==> src/rtl/dls_pkg.sv <==
package dls_pkg;

  localparam int CFG_W = 32;

  localparam logic [CFG_W-1:0] DLS_COMP_MASK   = (32'h1 << 18) | (32'hF << 24);
  localparam logic [CFG_W-1:0] DLS_ENABLE_MASK = 32'h1 << 21;
  localparam logic [CFG_W-1:0] DLS_SEARCH_MASK = 32'h1 << 16;
  localparam logic [CFG_W-1:0] DLS_INIT_COUNT  = 32'h0000_0C00;
  localparam logic [CFG_W-1:0] DLS_PHASE_SEL   = 32'h0000_0003;
  localparam logic [CFG_W-1:0] DLS_STEP1_CLR   = DLS_COMP_MASK | DLS_ENABLE_MASK;
  localparam logic [CFG_W-1:0] DLS_STEP2_SET   = DLS_COMP_MASK | DLS_SEARCH_MASK |
                                                 DLS_INIT_COUNT | DLS_PHASE_SEL;

  typedef enum logic [2:0] {
    SEQ_IDLE,
    SEQ_SETTLE1,
    SEQ_SETTLE2,
    SEQ_SETTLE3,
    SEQ_POLL
  } seq_state_t;

  typedef enum logic [1:0] {
    CFG_HOLD,
    CFG_CLEAR,
    CFG_PREP,
    CFG_ENABLE
  } cfg_op_t;

endpackage

==> src/rtl/dls_rate_gate.sv <==
module dls_rate_gate #(
  parameter int          RATE_W      = 32,
  parameter logic [31:0] RATE_THRESH = 32'd52_000_000
) (
  input  logic              clk,
  input  logic              rst,
  input  logic              idle,
  input  logic              start_req,
  input  logic [RATE_W-1:0] rate_in,
  output logic              go
);

  logic [RATE_W-1:0] last_rate_q;
  logic              above;
  logic              changed;

  assign above   = rate_in > RATE_W'(RATE_THRESH);
  assign changed = rate_in != last_rate_q;
  assign go      = idle && start_req && above && changed;

  always_ff @(posedge clk) begin
    if (rst) begin
      last_rate_q <= '0;
    end else if (idle && start_req) begin
      last_rate_q <= rate_in;
    end
  end

endmodule

==> src/rtl/dls_tick_timer.sv <==
module dls_tick_timer #(
  parameter int CNT_W = 8
) (
  input  logic             clk,
  input  logic             rst,
  input  logic             load,
  input  logic [CNT_W-1:0] load_val,
  output logic             zero
);

  logic [CNT_W-1:0] cnt_q;

  always_ff @(posedge clk) begin
    if (rst) begin
      cnt_q <= '0;
    end else if (load) begin
      cnt_q <= load_val;
    end else if (cnt_q != '0) begin
      cnt_q <= cnt_q - 1'b1;
    end
  end

  assign zero = (cnt_q == '0);

endmodule

==> src/rtl/dls_cfg_reg.sv <==
module dls_cfg_reg
  import dls_pkg::*;
(
  input  logic             clk,
  input  logic             rst,
  input  cfg_op_t          op,
  output logic [CFG_W-1:0] cfg_q
);

  logic [CFG_W-1:0] cfg_n;

  always_comb begin
    cfg_n = cfg_q;
    unique case (op)
      CFG_CLEAR:  cfg_n = cfg_q & ~DLS_STEP1_CLR;
      CFG_PREP:   cfg_n = cfg_q | DLS_STEP2_SET;
      CFG_ENABLE: cfg_n = cfg_q | DLS_ENABLE_MASK;
      default:    cfg_n = cfg_q;
    endcase
  end

  always_ff @(posedge clk) begin
    if (rst) cfg_q <= '0;
    else     cfg_q <= cfg_n;
  end

endmodule

==> src/rtl/dll_lock_seq.sv <==
module dll_lock_seq
  import dls_pkg::*;
#(
  parameter int          CLK_KHZ     = 100_000,
  parameter int          SETTLE_US   = 1000,
  parameter int          POLL_US     = 2000,
  parameter int          TIMEOUT_US  = 1_000_000,
  parameter int          RATE_W      = 32,
  parameter logic [31:0] RATE_THRESH = 32'd52_000_000
) (
  input  logic              clk,
  input  logic              rst,
  input  logic              start_req,
  input  logic [RATE_W-1:0] rate_in,
  input  logic              lock_in,
  output logic [31:0]       cfg_word,
  output logic              seq_done,
  output logic              lock_fail
);

  localparam int SETTLE_CYC = CLK_KHZ * SETTLE_US / 1000;
  localparam int POLL_CYC   = CLK_KHZ * POLL_US / 1000;
  localparam int NUM_POLL   = TIMEOUT_US / POLL_US;
  localparam int MAX_WAIT   = (SETTLE_CYC > POLL_CYC) ? SETTLE_CYC : POLL_CYC;
  localparam int TMR_W      = $clog2(MAX_WAIT + 1);
  localparam int IDX_W      = $clog2(NUM_POLL + 1);

  localparam logic [TMR_W-1:0] SETTLE_LOAD = TMR_W'(SETTLE_CYC - 1);
  localparam logic [TMR_W-1:0] POLL_LOAD   = TMR_W'(POLL_CYC - 1);
  localparam logic [IDX_W-1:0] LAST_IDX    = IDX_W'(NUM_POLL);

  seq_state_t       state_q, state_n;
  cfg_op_t          cfg_op;
  logic             go;
  logic             tmr_load;
  logic [TMR_W-1:0] tmr_val;
  logic             tmr_zero;
  logic [IDX_W-1:0] poll_idx_q;
  logic             idx_clr, idx_inc;
  logic             done_n, fail_set, fail_clr;
  logic             done_q, fail_q;

  dls_rate_gate #(
    .RATE_W      (RATE_W),
    .RATE_THRESH (RATE_THRESH)
  ) u_gate (
    .clk       (clk),
    .rst       (rst),
    .idle      (state_q == SEQ_IDLE),
    .start_req (start_req),
    .rate_in   (rate_in),
    .go        (go)
  );

  dls_tick_timer #(
    .CNT_W (TMR_W)
  ) u_timer (
    .clk      (clk),
    .rst      (rst),
    .load     (tmr_load),
    .load_val (tmr_val),
    .zero     (tmr_zero)
  );

  dls_cfg_reg u_cfg (
    .clk   (clk),
    .rst   (rst),
    .op    (cfg_op),
    .cfg_q (cfg_word)
  );

  always_comb begin
    state_n  = state_q;
    cfg_op   = CFG_HOLD;
    tmr_load = 1'b0;
    tmr_val  = SETTLE_LOAD;
    idx_clr  = 1'b0;
    idx_inc  = 1'b0;
    done_n   = 1'b0;
    fail_set = 1'b0;
    fail_clr = 1'b0;
    unique case (state_q)
      SEQ_IDLE: begin
        if (go) begin
          cfg_op   = CFG_CLEAR;
          tmr_load = 1'b1;
          idx_clr  = 1'b1;
          fail_clr = 1'b1;
          state_n  = SEQ_SETTLE1;
        end
      end
      SEQ_SETTLE1: begin
        if (tmr_zero) begin
          cfg_op   = CFG_PREP;
          tmr_load = 1'b1;
          state_n  = SEQ_SETTLE2;
        end
      end
      SEQ_SETTLE2: begin
        if (tmr_zero) begin
          cfg_op   = CFG_ENABLE;
          tmr_load = 1'b1;
          state_n  = SEQ_SETTLE3;
        end
      end
      SEQ_SETTLE3: begin
        if (tmr_zero) begin
          tmr_load = 1'b1;
          tmr_val  = '0;
          state_n  = SEQ_POLL;
        end
      end
      SEQ_POLL: begin
        if (tmr_zero) begin
          if (lock_in) begin
            done_n  = 1'b1;
            state_n = SEQ_IDLE;
          end else if (poll_idx_q == LAST_IDX) begin
            done_n   = 1'b1;
            fail_set = 1'b1;
            state_n  = SEQ_IDLE;
          end else begin
            idx_inc  = 1'b1;
            tmr_load = 1'b1;
            tmr_val  = POLL_LOAD;
          end
        end
      end
      default: state_n = SEQ_IDLE;
    endcase
  end

  always_ff @(posedge clk) begin
    if (rst) begin
      state_q    <= SEQ_IDLE;
      poll_idx_q <= '0;
      done_q     <= 1'b0;
      fail_q     <= 1'b0;
    end else begin
      state_q <= state_n;
      done_q  <= done_n;
      if (idx_clr)      poll_idx_q <= '0;
      else if (idx_inc) poll_idx_q <= poll_idx_q + 1'b1;
      if (fail_clr)      fail_q <= 1'b0;
      else if (fail_set) fail_q <= 1'b1;
    end
  end

  assign seq_done  = done_q;
  assign lock_fail = fail_q;

endmodule

==> config.mk <==
export PLATFORM = sky130hd
export DESIGN_NAME = dll_lock_seq
export DESIGN_NICKNAME = d
export VERILOG_FILES = /design/src/rtl/dls_pkg.sv /design/src/rtl/dls_rate_gate.sv /design/src/rtl/dls_tick_timer.sv /design/src/rtl/dls_cfg_reg.sv /design/src/rtl/dll_lock_seq.sv
export SDC_FILE = /design/constraint.sdc
export NUM_CORES = 1
export LEC_CHECK = 0
export BUFFER_PORTS_ARGS = -buffer_cell sky130_fd_sc_hd__clkbuf_2
export CORE_MARGIN = 5
export CORE_UTILIZATION = 46
export CTS_CLUSTER_DIAMETER = 100
export DETAILED_ROUTE_END_ITERATION = 10
export PLACE_DENSITY = 0.66
export SETUP_SLACK_MARGIN = 0.4
export SLEW_MARGIN = 20
export SYNTH_ARGS = -nofsm -noshare
export SYNTH_HDL_FRONTEND = slang
export SYNTH_SLANG_ARGS = --single-unit
==> constraint.sdc <==
create_clock -name clk -period 2.82 [get_ports clk]
set_input_delay 0.282 -clock clk [delete_from_list [all_inputs] [get_ports clk]]
set_output_delay 0.282 -clock clk [all_outputs]
set_load 0.1 [all_outputs]
; After elaboration in Yosys (flattened, before gate mapping)
; Index checks and enable logic that the tools add are counted.
[classes]
n_addsub = 2
n_lt_le_gt_ge = 1
eq_ne = 15
n_mux = 33
bitwise = 5
reduce_logical = 16
[ops]
columns = op, n
row1 = 18-bit 2-to-1 mux, 5
row2 = 28-bit case mux with 3 select lines, 1
row3 = 18-bit case mux with 2 select lines, 1
row4 = 32-bit by 26-bit > comparator with 1-bit output (second input constant), 1
row5 = 32-bit inequality test, 1
row6 = 3-bit 2-to-1 mux, 7
row7 = 18-bit logical NOT, 1
row8 = 18-bit nonzero test, 1
row9 = 18-bit by 1-bit subtractor with 18-bit output (second input constant), 1
row10 = 17-bit 2-to-1 mux, 1
row11 = 3-bit case mux with 5 select lines, 1
row12 = 1-bit 2-to-1 mux, 13
row13 = 2-bit inequality test (second input constant), 5
row14 = 9-bit by 1-bit adder with 9-bit output (second input constant), 1
row15 = 9-bit == test (second input constant), 1
row16 = 3-bit by 2-bit == test with 1-bit output (second input constant), 2
row17 = 2-bit case mux with 3 select lines, 1
row18 = 6-bit AND reduction, 1
row19 = 2-bit nonzero test, 3
row20 = 3-bit OR reduction, 2
row21 = 1-bit inverter, 5
row22 = 2-bit == test (second input constant), 2
row23 = 2-bit 2-to-1 mux, 2
row24 = 2-bit AND reduction, 2
row25 = 9 further kinds, 11
[word_totals]
reg_bits = 75
in_bits = 36
out_inout_bits = 34
elab_cells = 81

; Logic depth before layout (Yosys ltp)
; Gate-level depths: netlist (run 1).
[depth]
ltp_word = 9
mapped_depth = 11

; Hierarchy
; From an unflattened synthesis (run 1), not the netlist that was laid out.
[hier_totals]
hier_cells = 465
area_unflattened_um2 = 3737.3
[by_module_without_submodules]
columns = module, instances, cells_per_inst, area_per_inst_um2
row1 = dls_rate_gate, 1, 204, 1576.5
row2 = dls_tick_timer, 1, 125, 993.5
row3 = dll_lock_seq, 1, 88, 764.5
row4 = dls_cfg_reg, 1, 48, 402.9

; Least setup slack after synthesis (run 1)
; No wires, ideal clock.
[synth_timing]
path_type = register to register
startpoint = register u_timer.cnt_q[9]
endpoint = register u_cfg.cfg_q[26]
setup_ps = 129
arrival_ps = 2362
required_time_ps = 2691
slack_ps = 329
stages_incl_launch_ff = 9
path_buffers = 1
cell_sequence = dfxtp_1 -> or4_4 -> nor4_4 -> nand3_2 -> buf_6 -> nor3_1 -> ha_1 -> mux2i_1 -> nor2_1
[synth_via]
elab_chain_len = 6
elab_cells_between_ends = 11
cone_classes = eq/ne (3) / mux (4) / bitwise (1) / reduce/logical (3)
[synth_rtl]
columns = element, line
row1 = "start, declared", dls_tick_timer.sv:11  ; logic [CNT_W-1:0] cnt_q;
row2 = "start signal, assigned", dls_tick_timer.sv:17  ; cnt_q <= load_val;
row3 = "start signal, assigned", dls_tick_timer.sv:19  ; cnt_q <= cnt_q - 1'b1;
row4 = 18-bit logical NOT (*), dls_tick_timer.sv:23  ; assign zero = (cnt_q == '0);
row5 = "2-bit 2-to-1 mux, on equally long branches", "dll_lock_seq.sv:100, dll_lock_seq.sv:93"
row6 = 2-bit case mux with 3 select lines (*), dll_lock_seq.sv:82  ; unique case (state_q)
row7 = 2-bit by 1-bit == test with 1-bit output / 2-bit == test (equally long branches), dls_cfg_reg.sv:14  ; unique case (op)
row8 = 2-bit nonzero test (no line) / 1-bit inverter (equally long branches), n/a
row9 = 2-bit AND reduction (no line), n/a
row10 = "end signal, assigned", dls_cfg_reg.sv:24  ; else cfg_q <= cfg_n;
row11 = "end, declared", dls_cfg_reg.sv:7  ; output logic [CFG_W-1:0] cfg_q
; Mark *: on every way between the ends. The rest lies on a longest branch, timed or not. The select of a mux whose other input is x is not followed.
; A chain may end at the register's enable or synchronous reset.

; Worst setup path in the final report (run 1)
[layout_timing]
startpoint = register u_timer.cnt_q[10]
endpoint = register u_timer.cnt_q[15]
[layout_via]
elab_chain_len = 4
elab_cells_between_ends = 12
cone_classes = add/sub (1) / mux (8) / reduce/logical (3)
[layout_rtl]
columns = element
row1 = "parallel branches: the longest is 4 deep, another holds 18-bit by 1-bit subtractor with 18-bit output"
; Parallel ways; which one is timed is not known. The select of a mux whose other input is x is not followed.

==> results.ini, run 1 <==
[final_layout]
design_area_um2=4210
drive_above_1_share_pct=20.8
nets=538
final_cells=603
areaGrowthSynthToFinish_pct=12.6
diodes=0

[logic_synthesis]
synth-edff-count=0
yosysMostFrequentCell=nand2_1
synth_cell_types=62
synth_cells=449
synthTopCellsByArea=dfxtp_1, xor2_1, nand2_1
synth_common_cells=nand2_1, dfxtp_1, a21oi_1
syn_area_um2=3740
synth_seq_cells=67
synth_area_leader_cell=dfxtp_1
ys_seq_area_share_pct=35.9
avgSynthCellArea_um2=8.32
synth_flop_cell=dfxtp_1
synth_top_area_share_pct=35.9
ys_warn_count=0
synth-async-reset-ratio_pct=0

[routing]
wire_per_inst_um=14.2
drtIter0Drc=158
drc=0
viasPerCell=5.22
num_vias=3145
dr.pass1.iters=4
ant_nets=0
finalWirelength_um=8560

[sta]
rsz0062_at_grt=yes
fin_setup_tns_ps=0
hold_viol_final=0
slew_headroom_pct=42.1
max_freq_mhz=429
fin_crit_ps=2330
post-route-period-util_pct=82.7
worst_slew_pin_slew_ps=862
hold_slack_ps=186
setup_viol=0
maxSlewViolCount=0
finClkSkew_ps=9.06

[global_route]
grtUsageTotal_pct=17.1
grt_use_met3_pct=3.68
busiest_layer=met2
grt_max_degree=46
grt_overflow=0
met2_usage_pct=26.7
grt_pass1_vias=2854
antenna_found_initial=0
grt_pass1_wl_um=13900
grt_util_met1_pct=23.9

[power]
p_total_mw=2.66
comb_power_share_pct=30.2
p_seq_share_pct=42.2
leakage_nw=1.79
p_int_mw=1.70
power_frac_clock_pct=27.6
ir_drop_uv=326
switching_share_pct=36.3
power.switching_uw=968
p_per_area_nw_per_um2=633

[floorplan]
fp.dieH_um=100
die-area_um2=10000
top_level_ports=70
start_util_pct=47.9
rows=32
core_area_um2=7810
die_w_um=100

[critical_path]
slowest_stage=or4_4
critPathCaptureType=flop
path_depth=7
path_cells=or4_4 -> nor4_4 -> buf_4 -> and3_2 -> a21o_1 -> a221o_1 -> o32ai_1
cpPeakStageDelay_ps=560
crit_type=flop to flop
r2r_end=u_timer.cnt_q[15]
required_ps=3000
r2r_slack_ps=490
r2r_start=u_timer.cnt_q[10]
cp.buffers_inverters=1
worst-r2r-cell-count=7
crit_fanout=11
cp_top_family=simple AND/OR/NAND/NOR gates
start_kind=flop
crit_arrival_ps=2520

[clock_tree]
cts_root_buf=clkbuf_8
cts_buffers=9
clk_path_buf_depth=2
cts_tree=done
clkTransAtPathRegs_ps=70
hold_buffers=0
h-tree-depth=3
clk_latency_ps=340
cts_sinks=67

[worst_hold_path]
hold_end=u_gate.last_rate_q[12]
hold_start=rate_in[12]
holdPathStages=3
min_path_type=input port to flop

[placed_design]
gp_congestion=0.858
placed_cell_area_um2=3970
dp_cells=582
port_buffers=48
hpwl_um=6260

[run_status]
status=finished, final reports clean

[run]
cap_viol_max_count=0

[worst max-delay path by stage]
stage,from,endpoint,slack [ps]
2_1_floorplan,u_timer.cnt_q[10],u_cfg.cfg_q[26],430
4_1_cts,u_timer.cnt_q[5],u_timer.cnt_q[2],430
3_5_place_dp,rate_in[21],poll_idx_q[6],330
6_report,u_timer.cnt_q[10],u_timer.cnt_q[15],490
3_3_place_gp,rate_in[21],poll_idx_q[6],390
5_1_grt,u_timer.cnt_q[10],u_timer.cnt_q[2],340
[kinds of logic after synthesis]
logic type | share of synthesized area, %
other cells | 0.100
mux | 1.07
compound gates | 12.8
fa+ha+maj | 2.01
simple gates | 26.1
flops | 35.9
buf+inv | 9.21
xor+xnor | 12.9
[sequential cells by signal, indices dropped and copies added, names as in the netlist]
signal / cells
u_timer.cnt_q: 18
state_q: 3
lock_fail: 1
poll_idx_q: 9
seq_done: 1
u_cfg.cfg_q: 3
u_gate.last_rate_q: 32
[metal layers]
layer	wire, µm	share of wire [%]	up-vias
met3	492	5.7	12
met2	3910	46	74
li1	-	-	1591
met4	123	1.4	0
met5	0	0	-
met1	4030	47	1468
[cell usage in the layout (no fill, tap or decap), types with 3 or more instances in the layout]
master	instances
a21o_1	3
a21oi_1	45
buf_4	14
clkbuf_2	48
clkbuf_8	11
conb_1	21
dfxtp_1	67
ha_1	6
inv_1	10
mux2i_1	4
nand2_1	77
nand2b_1	4
nand3_1	7
nand4_1	7
nor2_1	25
nor3_1	11
nor4_1	14
nor4_2	4
o211ai_1	4
o21ai_0	3
o21ai_1	3
o32ai_1	4
or3_1	3
xnor2_1	16
xor2_1	39
[layout make-up]
cell class                 instances  area [µm²]
fill                             747        3600
multi-input combinational        344        2160
sequential                        67        1340
timing repair buffer              63         357
clock buffer                      12         155
tap                              102         128
inverter                          11        41.3
clock inverter                     4        25.0
[stage by stage]
stage	util [%]	worst slack (ps)
after detailed placement	50.9	333
after global routing	53.9	344
after global placement	50.9	392
final	53.9	487
after floorplan	-	430
after CTS	53.3	435
[worst min-delay path, cell delays in order]
cell and delay (ps):
clkbuf_2 100, nand2_1 60, a21oi_1 50
[what timing repair did]
item                                    in CTS  in global routing
buffers inserted                             0                  5
endpoints found under the setup margin       7                 13
resized for setup                            2                  3
pin swaps                                    1                  2
[power by group through the flow]
| stage | Combinational (mW) | Sequential [mW] | Clock, mW |
|---|---|---|---|
| CTS | 0.759 | 1.12 | 0.752 |
| floorplan | 0.616 | 1.12 | 0 |
| detailed placement | 0.747 | 1.14 | 0 |
| global route | 0.877 | 1.14 | 0.798 |
| global placement | 0.737 | 1.14 | 0 |
| finish | 0.804 | 1.13 | 0.735 |
No activity file was read; power rests on OpenSTA's default activity.
==> run 2, diff against run 1 <==
Clock period 2.82 ns to 2.4 ns, I/O delays scaled along.
==> results.ini, run 2 (synthesized netlist as in run 1, its figures left out) <==
[routing]
num_vias=3201  ; was 3145
wl_met3_um=443  ; was 492 µm
viasPerCell=5.18  ; was 5.22
drc=0  ; unchanged
drtIter0Drc=101  ; was 158
wl_met1_um=4030  ; unchanged
wire_per_inst_um=15.2  ; was 14.2 µm
top_layer=met4  ; unchanged
dr.pass1.iters=4  ; unchanged
ant_nets=0  ; unchanged
wl_met2_um=4740  ; was 3910 µm
finalWirelength_um=9380  ; was 8560 µm

[power]
leakage_nw=1.95  ; was 1.79 nW
ir_drop_uv=382  ; was 326 µV
p_total_mw=3.28  ; was 2.66 mW
p_per_area_nw_per_um2=722  ; was 633 nW/µm²

[placed_design]
dp_cells=590  ; was 582
port_buffers=48  ; unchanged
dp_slack_ps=-27.6  ; was 333 ps
placed_cell_area_um2=4060  ; was 3970 µm²
gp_congestion=0.856  ; was 0.858
hpwl_um=6640  ; was 6260 µm

[final_layout]
fin_util_pct=58.2  ; was 53.9%
areaGrowthSynthToFinish_pct=21.7  ; was 12.6%
final_cells=618  ; was 603
largest_reg_flops=32  ; unchanged
design_area_um2=4550  ; was 4210 µm²
most-common-layout-cells=nand2_1, dfxtp_1, clkbuf_2  ; unchanged
final_common_cell=nand2_1  ; unchanged
nets=554  ; was 538
top_regs=u_gate.last_rate_q: 32 flops, u_timer.cnt_q: 18 flops, poll_idx_q: 9 flops  ; unchanged
diodes=0  ; unchanged
drive_above_1_share_pct=28.5  ; was 20.8%
regMostFlops=u_gate.last_rate_q  ; unchanged

[sta]
setup_viol=0  ; unchanged
fin_ws_ps=286  ; was 487 ps
slew_headroom_pct=63.9  ; was 42.1%
max_freq_mhz=473  ; was 429 MHz
fin_setup_tns_ps=0  ; unchanged
post-route-period-util_pct=88.1  ; was 82.7%
hold_viol_final=0  ; unchanged
maxSlewViolCount=0  ; unchanged
worst_slew_pin_slew_ps=542  ; was 862 ps
rsz0062_at_grt=yes  ; unchanged
fin_crit_ps=2110  ; was 2330 ps
finClkSkew_ps=8.75  ; was 9.06 ps
hold_slack_ps=157  ; was 186 ps

[clock_tree]
clkTransAtPathRegs_ps=70  ; about the same
clk_path_buf_depth=2  ; unchanged
cts_sinks=67  ; unchanged
hold_buffers=0  ; unchanged
cts_root_buf=clkbuf_8  ; unchanged
cts_buffers=9  ; unchanged
h-tree-depth=3  ; unchanged
cts_tree=done  ; unchanged
clk_latency_ps=340  ; about the same

[critical_path]
required_ps=2590  ; was 3000 ps
critPathCaptureType=flop  ; unchanged
crit_type=flop to flop  ; unchanged
crit_arrival_ps=2300  ; was 2520 ps
crit_fanout=4  ; was 11
start_kind=flop  ; unchanged

[floorplan]
die-area_um2=10000  ; unchanged
fp.dieH_um=100  ; unchanged
rows=32  ; unchanged
top_level_ports=70  ; unchanged
start_util_pct=47.9  ; unchanged
die_w_um=100  ; unchanged
core_area_um2=7810  ; unchanged

[run_status]
status=finished, final reports clean  ; unchanged

[global_route]
grtUsageTotal_pct=18.3  ; was 17.1%
grt_max_degree=46  ; unchanged
grt_pass1_wl_um=14800  ; was 13900 µm
grt_pass1_vias=3056  ; was 2854
antenna_found_initial=0  ; unchanged
grt_overflow=0  ; unchanged

[run]
cap_viol_max_count=0  ; unchanged

[worst_hold_path]
min_path_type=input port to flop  ; unchanged

==> run 2: changes by cell type in the layout (fill, tap and decap cells not counted), moves of 4 or more <==
cell,delta
buf_4,+11
dfxtp_1,-6
dfxtp_2,+6
buf_6,+5
nor4_1,-5
nor4_4,+5
a21oi_1,-4
a21oi_2,+4
==> run 2: critical path, stage by stage (launching register included) <==
cell and delay, ps:
dfxtp_2 320, or4_4 550, nor4_4 190, buf_4 190, and3_4 190, buf_6 110, a21o_1 110, a221o_1 210
o32ai_1 90
==> run 2: worst paths after layout <==
path,slack (ps),cells after the start,start,to
hold / removal,160,3,rate_in[6],u_gate.last_rate_q[6]
setup reg to reg,290,8,u_timer.cnt_q[10],u_timer.cnt_q[9]
setup / recovery,290,8,u_timer.cnt_q[10],u_timer.cnt_q[9]
hold reg to reg,460,2,u_cfg.cfg_q[21],u_cfg.cfg_q[21]
==> run 2: final cells by class <==
type                       count  area, µm²
clock inverter                 3       40.0
clock buffer                  12        135
fill                         709       3260
multi-input combinational    344       2360
sequential                    67       1350
timing repair buffer          79        495
inverter                      11       41.3
tap                          102        128
==> run 2: per-layer routing <==
| metal | up-vias | track usage [%] |
|---|---|---|
| met5 | - | 0 |
| met4 | 0 | 5.70 |
| met1 | 1485 | 22.3 |
| met3 | 14 | 4.73 |
| li1 | 1626 | - |
| met2 | 76 | 31.5 |
==> run 2: power by group <==
part,internal (mW),leakage (nW),switching [mW],total [mW]
registers,1.22,0.550,0.0990,1.32
clock network,0.472,0.0902,0.404,0.876
logic,0.421,1.31,0.665,1.09
==> run 2: repair_timing <==
item | CTS | global route
setup endpoints to repair | 26 | 30
buffers inserted | 7 | 6
gates cloned | 0 | 0
gates resized for setup | 20 | 22
pin swaps | 7 | 4
